--- config.mk ---
export PLATFORM = sky130hd
export DESIGN_NAME = octal_reg_loader
export DESIGN_NICKNAME = d
export VERILOG_FILES = /design/src/rtl/olr_pkg.sv /design/src/rtl/olr_sync.sv /design/src/rtl/olr_deser.sv /design/src/rtl/olr_bank.sv /design/src/rtl/octal_reg_loader.sv
export SDC_FILE = /design/constraint.sdc
export NUM_CORES = 1
export LEC_CHECK = 0
export BUFFER_PORTS_ARGS = -buffer_cell sky130_fd_sc_hd__buf_4
export CAP_MARGIN = 30
export CORE_MARGIN = 3
export CORE_UTILIZATION = 30
export CTS_CLUSTER_SIZE = 25
export DETAILED_ROUTE_END_ITERATION = 6
export PLACE_DENSITY = 0.48
export RECOVER_POWER = 50
export SYNTH_ARGS = -nofsm -noshare
export SYNTH_HDL_FRONTEND = slang
export SYNTH_SLANG_ARGS = --single-unit
export TNS_END_PERCENT = 5
--- constraint.sdc ---
create_clock -name clk -period 1.7 [get_ports clk]
set_clock_uncertainty 0.15 [all_clocks]
set_input_delay 0.34 -clock clk [delete_from_list [all_inputs] [get_ports clk]]
set_output_delay 0.34 -clock clk [all_outputs]
set_load 0.005 [all_outputs]
--- src/rtl/olr_pkg.sv ---
package olr_pkg;

    // Number of channel groups that share a reference configuration
    localparam int unsigned GRP_N = 2;

    // Reference configuration: bits [GRP_N-1:0] buffered, next GRP_N bits supply
    typedef struct packed {
        logic [GRP_N-1:0] from_supply;
        logic [GRP_N-1:0] buffered;
    } ref_cfg_t;

    localparam int unsigned CFG_W = $bits(ref_cfg_t);

endpackage

--- src/rtl/olr_sync.sv ---
module olr_sync #(
    parameter int unsigned       W       = 1,
    parameter logic [W-1:0]      RST_VAL = '0
) (
    input  logic         clk,
    input  logic         rst_n,
    input  logic [W-1:0] async_i,
    output logic [W-1:0] sync_o
);

    typedef struct packed {
        logic [W-1:0] meta;
        logic [W-1:0] stable;
    } sync_t;

    sync_t sy_d, sy_q;

    always_comb begin
        sy_d.meta   = async_i;
        sy_d.stable = sy_q.meta;
    end

    always_ff @(posedge clk or negedge rst_n) begin
        if (!rst_n) begin
            sy_q <= '{meta: RST_VAL, stable: RST_VAL};
        end else begin
            sy_q <= sy_d;
        end
    end

    assign sync_o = sy_q.stable;

endmodule

--- src/rtl/olr_deser.sv ---
module olr_deser #(
    parameter int unsigned WORD_W = 16
) (
    input  logic              clk,
    input  logic              rst_n,
    input  logic              frame_s,
    input  logic              sclk_s,
    input  logic              sdat_s,
    output logic              word_valid,
    output logic [WORD_W-1:0] word
);

    localparam int unsigned CNT_W = $clog2(WORD_W + 1);
    localparam logic [CNT_W-1:0] LAST = CNT_W'(WORD_W - 1);

    typedef struct packed {
        logic              sclk_prev;
        logic [CNT_W-1:0]  cnt;
        logic              done;
        logic [WORD_W-1:0] shreg;
        logic              valid;
    } deser_t;

    deser_t ds_d, ds_q;
    logic   sclk_fall;

    always_comb begin
        ds_d           = ds_q;
        ds_d.valid     = 1'b0;
        ds_d.sclk_prev = sclk_s;
        sclk_fall      = ds_q.sclk_prev && !sclk_s;

        if (frame_s) begin
            // frame idle or released: any partial word is abandoned
            ds_d.cnt  = '0;
            ds_d.done = 1'b0;
        end else if (sclk_fall && !ds_q.done) begin
            ds_d.shreg = {ds_q.shreg[WORD_W-2:0], sdat_s};
            if (ds_q.cnt == LAST) begin
                ds_d.cnt   = '0;
                ds_d.done  = 1'b1;
                ds_d.valid = 1'b1;
            end else begin
                ds_d.cnt = ds_q.cnt + 1'b1;
            end
        end
    end

    always_ff @(posedge clk or negedge rst_n) begin
        if (!rst_n) begin
            ds_q <= '{sclk_prev: 1'b1, cnt: '0, done: 1'b0, shreg: '0, valid: 1'b0};
        end else begin
            ds_q <= ds_d;
        end
    end

    assign word_valid = ds_q.valid;
    assign word       = ds_q.shreg;


    cnt_range_chk: assert property (@(posedge clk) disable iff (!rst_n)
        ds_q.cnt <= LAST);


    single_word_chk: assert property (@(posedge clk) disable iff (!rst_n)
        word_valid |=> !word_valid);


    abort_clear_chk: assert property (@(posedge clk) disable iff (!rst_n)
        frame_s |=> (ds_q.cnt == '0 && !word_valid && !ds_q.done));

endmodule

--- src/rtl/olr_bank.sv ---
module olr_bank
    import olr_pkg::*;
#(
    parameter int unsigned CH_N   = 8,
    parameter int unsigned DATA_W = 12,
    parameter int unsigned ADDR_W = $clog2(CH_N),
    parameter int unsigned WORD_W = 1 + ADDR_W + DATA_W
) (
    input  logic                     clk,
    input  logic                     rst_n,
    input  logic                     word_valid,
    input  logic [WORD_W-1:0]        word,
    input  logic                     load_s,
    output logic [CH_N*DATA_W-1:0]   out_codes,
    output ref_cfg_t                 ref_cfg
);

    typedef struct packed {
        logic [CH_N-1:0][DATA_W-1:0] stage;
        logic [CH_N-1:0][DATA_W-1:0] outr;
        ref_cfg_t                    cfg;
    } bank_t;

    bank_t            bk_d, bk_q;
    logic             is_ctrl;
    logic [ADDR_W-1:0] addr;
    logic [DATA_W-1:0] code;

    assign is_ctrl = word[WORD_W-1];
    assign addr    = word[WORD_W-2 -: ADDR_W];
    assign code    = word[DATA_W-1:0];

    always_comb begin
        bk_d = bk_q;
        if (word_valid) begin
            if (is_ctrl) begin
                bk_d.cfg = ref_cfg_t'(word[CFG_W-1:0]);
            end else begin
                bk_d.stage[addr] = code;
            end
        end
        // level-sensitive transfer: transparent while the strobe is low
        if (!load_s) begin
            bk_d.outr = bk_q.stage;
        end
    end

    always_ff @(posedge clk or negedge rst_n) begin
        if (!rst_n) begin
            bk_q <= '0;
        end else begin
            bk_q <= bk_d;
        end
    end

    assign out_codes = bk_q.outr;
    assign ref_cfg   = bk_q.cfg;


    data_write_chk: assert property (@(posedge clk) disable iff (!rst_n)
        (word_valid && !is_ctrl) |=> bk_q.stage[$past(addr)] == $past(code));


    ctrl_no_stage_chk: assert property (@(posedge clk) disable iff (!rst_n)
        (word_valid && is_ctrl) |=> $stable(bk_q.stage));


    hold_outputs_chk: assert property (@(posedge clk) disable iff (!rst_n)
        load_s |=> $stable(bk_q.outr));


    transfer_copy_chk: assert property (@(posedge clk) disable iff (!rst_n)
        !load_s |=> bk_q.outr == $past(bk_q.stage));

endmodule

--- src/rtl/octal_reg_loader.sv ---
module octal_reg_loader
    import olr_pkg::*;
#(
    parameter int unsigned CH_N   = 8,
    parameter int unsigned DATA_W = 12
) (
    input  logic                    clk,
    input  logic                    rst_n,
    input  logic                    frame_n,
    input  logic                    ser_clk,
    input  logic                    ser_dat,
    input  logic                    load_n,
    output logic [CH_N*DATA_W-1:0]  out_codes,
    output logic [GRP_N-1:0]        ref_buffered,
    output logic [GRP_N-1:0]        ref_from_supply
);

    localparam int unsigned ADDR_W = $clog2(CH_N);
    localparam int unsigned WORD_W = 1 + ADDR_W + DATA_W;

    logic [2:0]        ctl_sync;
    logic [0:0]        dat_sync;
    logic              word_valid;
    logic [WORD_W-1:0] word;
    ref_cfg_t          cfg;

    // frame select, serial clock and load strobe idle high
    olr_sync #(.W(3), .RST_VAL(3'b111)) u_ctl_sync (
        .clk     (clk),
        .rst_n   (rst_n),
        .async_i ({frame_n, ser_clk, load_n}),
        .sync_o  (ctl_sync)
    );

    olr_sync #(.W(1), .RST_VAL(1'b0)) u_dat_sync (
        .clk     (clk),
        .rst_n   (rst_n),
        .async_i (ser_dat),
        .sync_o  (dat_sync)
    );

    olr_deser #(.WORD_W(WORD_W)) u_deser (
        .clk        (clk),
        .rst_n      (rst_n),
        .frame_s    (ctl_sync[2]),
        .sclk_s     (ctl_sync[1]),
        .sdat_s     (dat_sync[0]),
        .word_valid (word_valid),
        .word       (word)
    );

    olr_bank #(
        .CH_N   (CH_N),
        .DATA_W (DATA_W),
        .ADDR_W (ADDR_W),
        .WORD_W (WORD_W)
    ) u_bank (
        .clk        (clk),
        .rst_n      (rst_n),
        .word_valid (word_valid),
        .word       (word),
        .load_s     (ctl_sync[0]),
        .out_codes  (out_codes),
        .ref_cfg    (cfg)
    );

    assign ref_buffered    = cfg.buffered;
    assign ref_from_supply = cfg.from_supply;

endmodule

==> results_dict.tcl <==
set metrics [dict create \
    synthFlopType "dfrtp_1" \
    synth_most_common_cell "dfrtp_1" \
    postSynthCellCount 612 \
    ys_types 31 \
    whs_ns 0.198 \
    power_mw 11.8 \
    multi_input_area_mm2 0.00271 \
    place_congestion 0.689 \
    post-route-cell-area_mm2 0.0109 \
    via_count 4635 \
    htree_num_levels 1 \
    p_int_mw 8.93 \
    synth_warnings 0 \
    switchingPower_mw 2.83 \
    synth_common_cells "221 x dfrtp_1, 210 x mux2_2, 103 x buf_4" \
    fp.dieW_um 182 \
    cts_max_path_buffers 3 \
    required_ns 1.95 \
    fmax_mhz 547 \
    hold_class "reg2reg" \
    ant_nets 0 \
    stdcell_count 1049 \
    power_switching_share_pct 24.1 \
    fill_cells 2880 \
    worstPathCellList "or3b_4, nor2_4, buf_4, mux2_2" \
    start_util_pct 30.9 \
    drv_cap 0 \
    drc 0 \
    worstSkewPairLatency_ns 0.52 \
    synth_top_family_by_area "multiplexers" \
    dp_slack_ns -0.223 \
    synth.avg_cell_area_um2 15.2 \
    port-buffer-count 105 \
    synth_edf_count 0 \
    dp_hpwl_um 12100 \
    slew_headroom_pct 36.2 \
    routed_wl_um 19400 \
    syn_nets 619 \
    dpl_cell_area_mm2 0.00994 \
    die_y_um 182 \
    path_clk_slew_ns 0.06 \
    via_per_inst 4.42 \
    cts_tree "yes" \
    synth_top_area_cell "dfrtp_1" \
    synthTopCellsByArea "dfrtp_1 59%, mux2_2 25%, buf_4 8.3%" \
    final_util_pct 36.2 \
    cpPeakStageDelay_ns 0.53 \
    numCtsBuffers 26 \
    leakage_nw 5.60 \
    grt_setup_unrepaired "true" \
    root_buffer "clkbuf_16" \
    grt_pass1_wl_um 30100 \
    pwr-share-clk_pct 45.3 \
    synth_area_mm2 0.00930 \
    startpoint_type "flip-flop" \
    timing.final.crit_period_ns 1.83 \
    combPwrFrac_pct 3.2 \
    drt-initial-drc-count 148 \
    fin_ws_ns -0.129 \
    violations "negative setup slack" \
    rows 63 \
    overflow 0 \
    grt_antenna_before_repair 1 \
    async_reset_ff_share_pct 100 \
    ir_drop_mv 0.623 \
    crit_path_max_fanout 4 \
    layout-drive-gt1-share_pct 59.6 \
    first_pass_iters 4 \
    synth-xor-area-share_pct 0.0942 \
    power.density_mw_per_mm2 1080 \
    place_inst 993 \
    status "finished with violations" \
    fin_nets 647 \
    period_share_pct 108 \
    ys_ff_latch 228 \
    coreArea_mm2 0.0301 \
    setup_viol 102 \
    clkSinkCount 228 \
    syn2layout_area_growth_pct 17.3 \
    gr-usage-all-layers_pct 11.7 \
    slew_viol_final 0 \
    grt_pass1_vias 4957 \
    arrival_ns 2.08 \
    ys_seq_area_share_pct 61.5 \
    ff_latch_area_mm2 0.00571 \
    die_area_mm2 0.0331 \
    worst_setup_path_end_kind "flip-flop" \
    finalHoldViolCount 0 \
    synthAdderAreaFrac_pct 0.135 \
    synth-compound-area-share_pct 0.309 \
    synthSimpleGateAreaFrac_pct 2.26 \
    grt_max_degree 64 \
    avgRoutedWirePerCell_um 18.5 \
    setup-tns-final_ns -3.38 \
    seqPwrFrac_pct 51.6 \
    muxShareOfSynthArea_pct 25.7 \
    cpMaxStageDelayCell "dfstp_2" \
    boundaryPins 106 \
    tightest_slew_ns 0.957 \
    path_class "reg2reg" \
    synth_top_area_share_pct 59.5 \
]
## critical path, delay by kind of cell, from the launching register on
family	cells	cell delay, ns
flip-flops	1	0.53
AND/OR/NAND/NOR	2	0.56
multiplexers	1	0.33
buffers and inverters	1	0.13
## cells by family (layout without fill, tap and decap cells)
group           count (synthesis)  in the layout
compound gates                  4              4
simple gates                   31             32
buf+inv                       135            180
fa+ha+maj                       1              1
xor+xnor                        1              1
flops                         228            228
other cells                     0              1
mux                           212            212
## final cells by class
type                       count  area share (%)
antenna                        1          0.0229
clock buffer                  39            6.96
multi-input combinational    250            24.9
tap                          390            4.47
timing repair buffer         133            10.6
sequential                   228            52.4
clock inverter                 7           0.654
inverter                       1          0.0344
## path summary, 6_finish.rpt
kind / from / end / slack, ns / cells after the start
min in group asynchronous: rst_n / u_bank.out_codes[72]$_DFFE_PN0N_ / 0.35 / 2
worst min register to register: u_dat_sync.sy_d[0]$_DFF_PN0_ / u_dat_sync.sync_o$_DFF_PN0_ / 0.20 / 0
worst min-delay path: u_dat_sync.sy_d[0]$_DFF_PN0_ / u_dat_sync.sync_o$_DFF_PN0_ / 0.20 / 0
max in group asynchronous: rst_n / u_ctl_sync.sy_d[0]$_DFF_PN1_ / 0.15 / 3
worst max register to register: u_deser.ds_q[23]$_DFF_PN1_ / u_deser.word[15]$_DFFE_PN0P_ / -0.13 / 4
worst max-delay path: u_deser.ds_q[23]$_DFF_PN1_ / u_deser.word[15]$_DFFE_PN0P_ / -0.13 / 4
## registers in the layout, indices dropped and copies added, names as in the netlist
register            count
u_deser.word_valid      1
u_deser.ds_q            7
u_bank.ref_cfg          4
u_ctl_sync.sync_o       3
u_bank.out_codes       96
u_ctl_sync.sy_d         3
u_deser.word           16
u_dat_sync.sync_o       1
u_dat_sync.sy_d         1
u_bank.bk_q            96
## power groups by stage
| stage | logic, mW | registers, mW | clock network [mW] |
|---|---|---|---|
| floorplan | 0.349 | 5.66 | 0 |
| global placement | 0.343 | 6.20 | 0 |
| detailed placement | 0.358 | 6.21 | 0 |
| CTS | 0.388 | 6.11 | 5.52 |
| global route | 0.421 | 6.11 | 5.77 |
| finish | 0.374 | 6.07 | 5.32 |
## per-layer routing
layer	routed length, um	track usage, %
met1	8460	15.3
met2	9820	19.9
met3	775	2.11
met4	375	3.11
met5	0	0
## what timing repair did
item                       4_1_cts  5_1_grt
setup buffers                    3        0
hold buffers                     5        0
hold endpoints to repair       225        0
gates resized for setup          5       13
setup endpoints to repair       29       65
gates cloned                     1        0
pin swaps                        4        2
## cells in the final DEF (no fill, tap or decap), types with 5 or more instances in the layout
master / count
buf_12: 11
buf_4: 108
clkbuf_1: 7
clkbuf_16: 26
clkbuf_4: 5
clkbuf_8: 6
clkinv_2: 5
dfrtp_1: 221
dfstp_2: 6
dlygate4sd3_1: 5
mux2_2: 198
mux2_4: 12
nand2_1: 6
(Power assumes the default switching activity.)
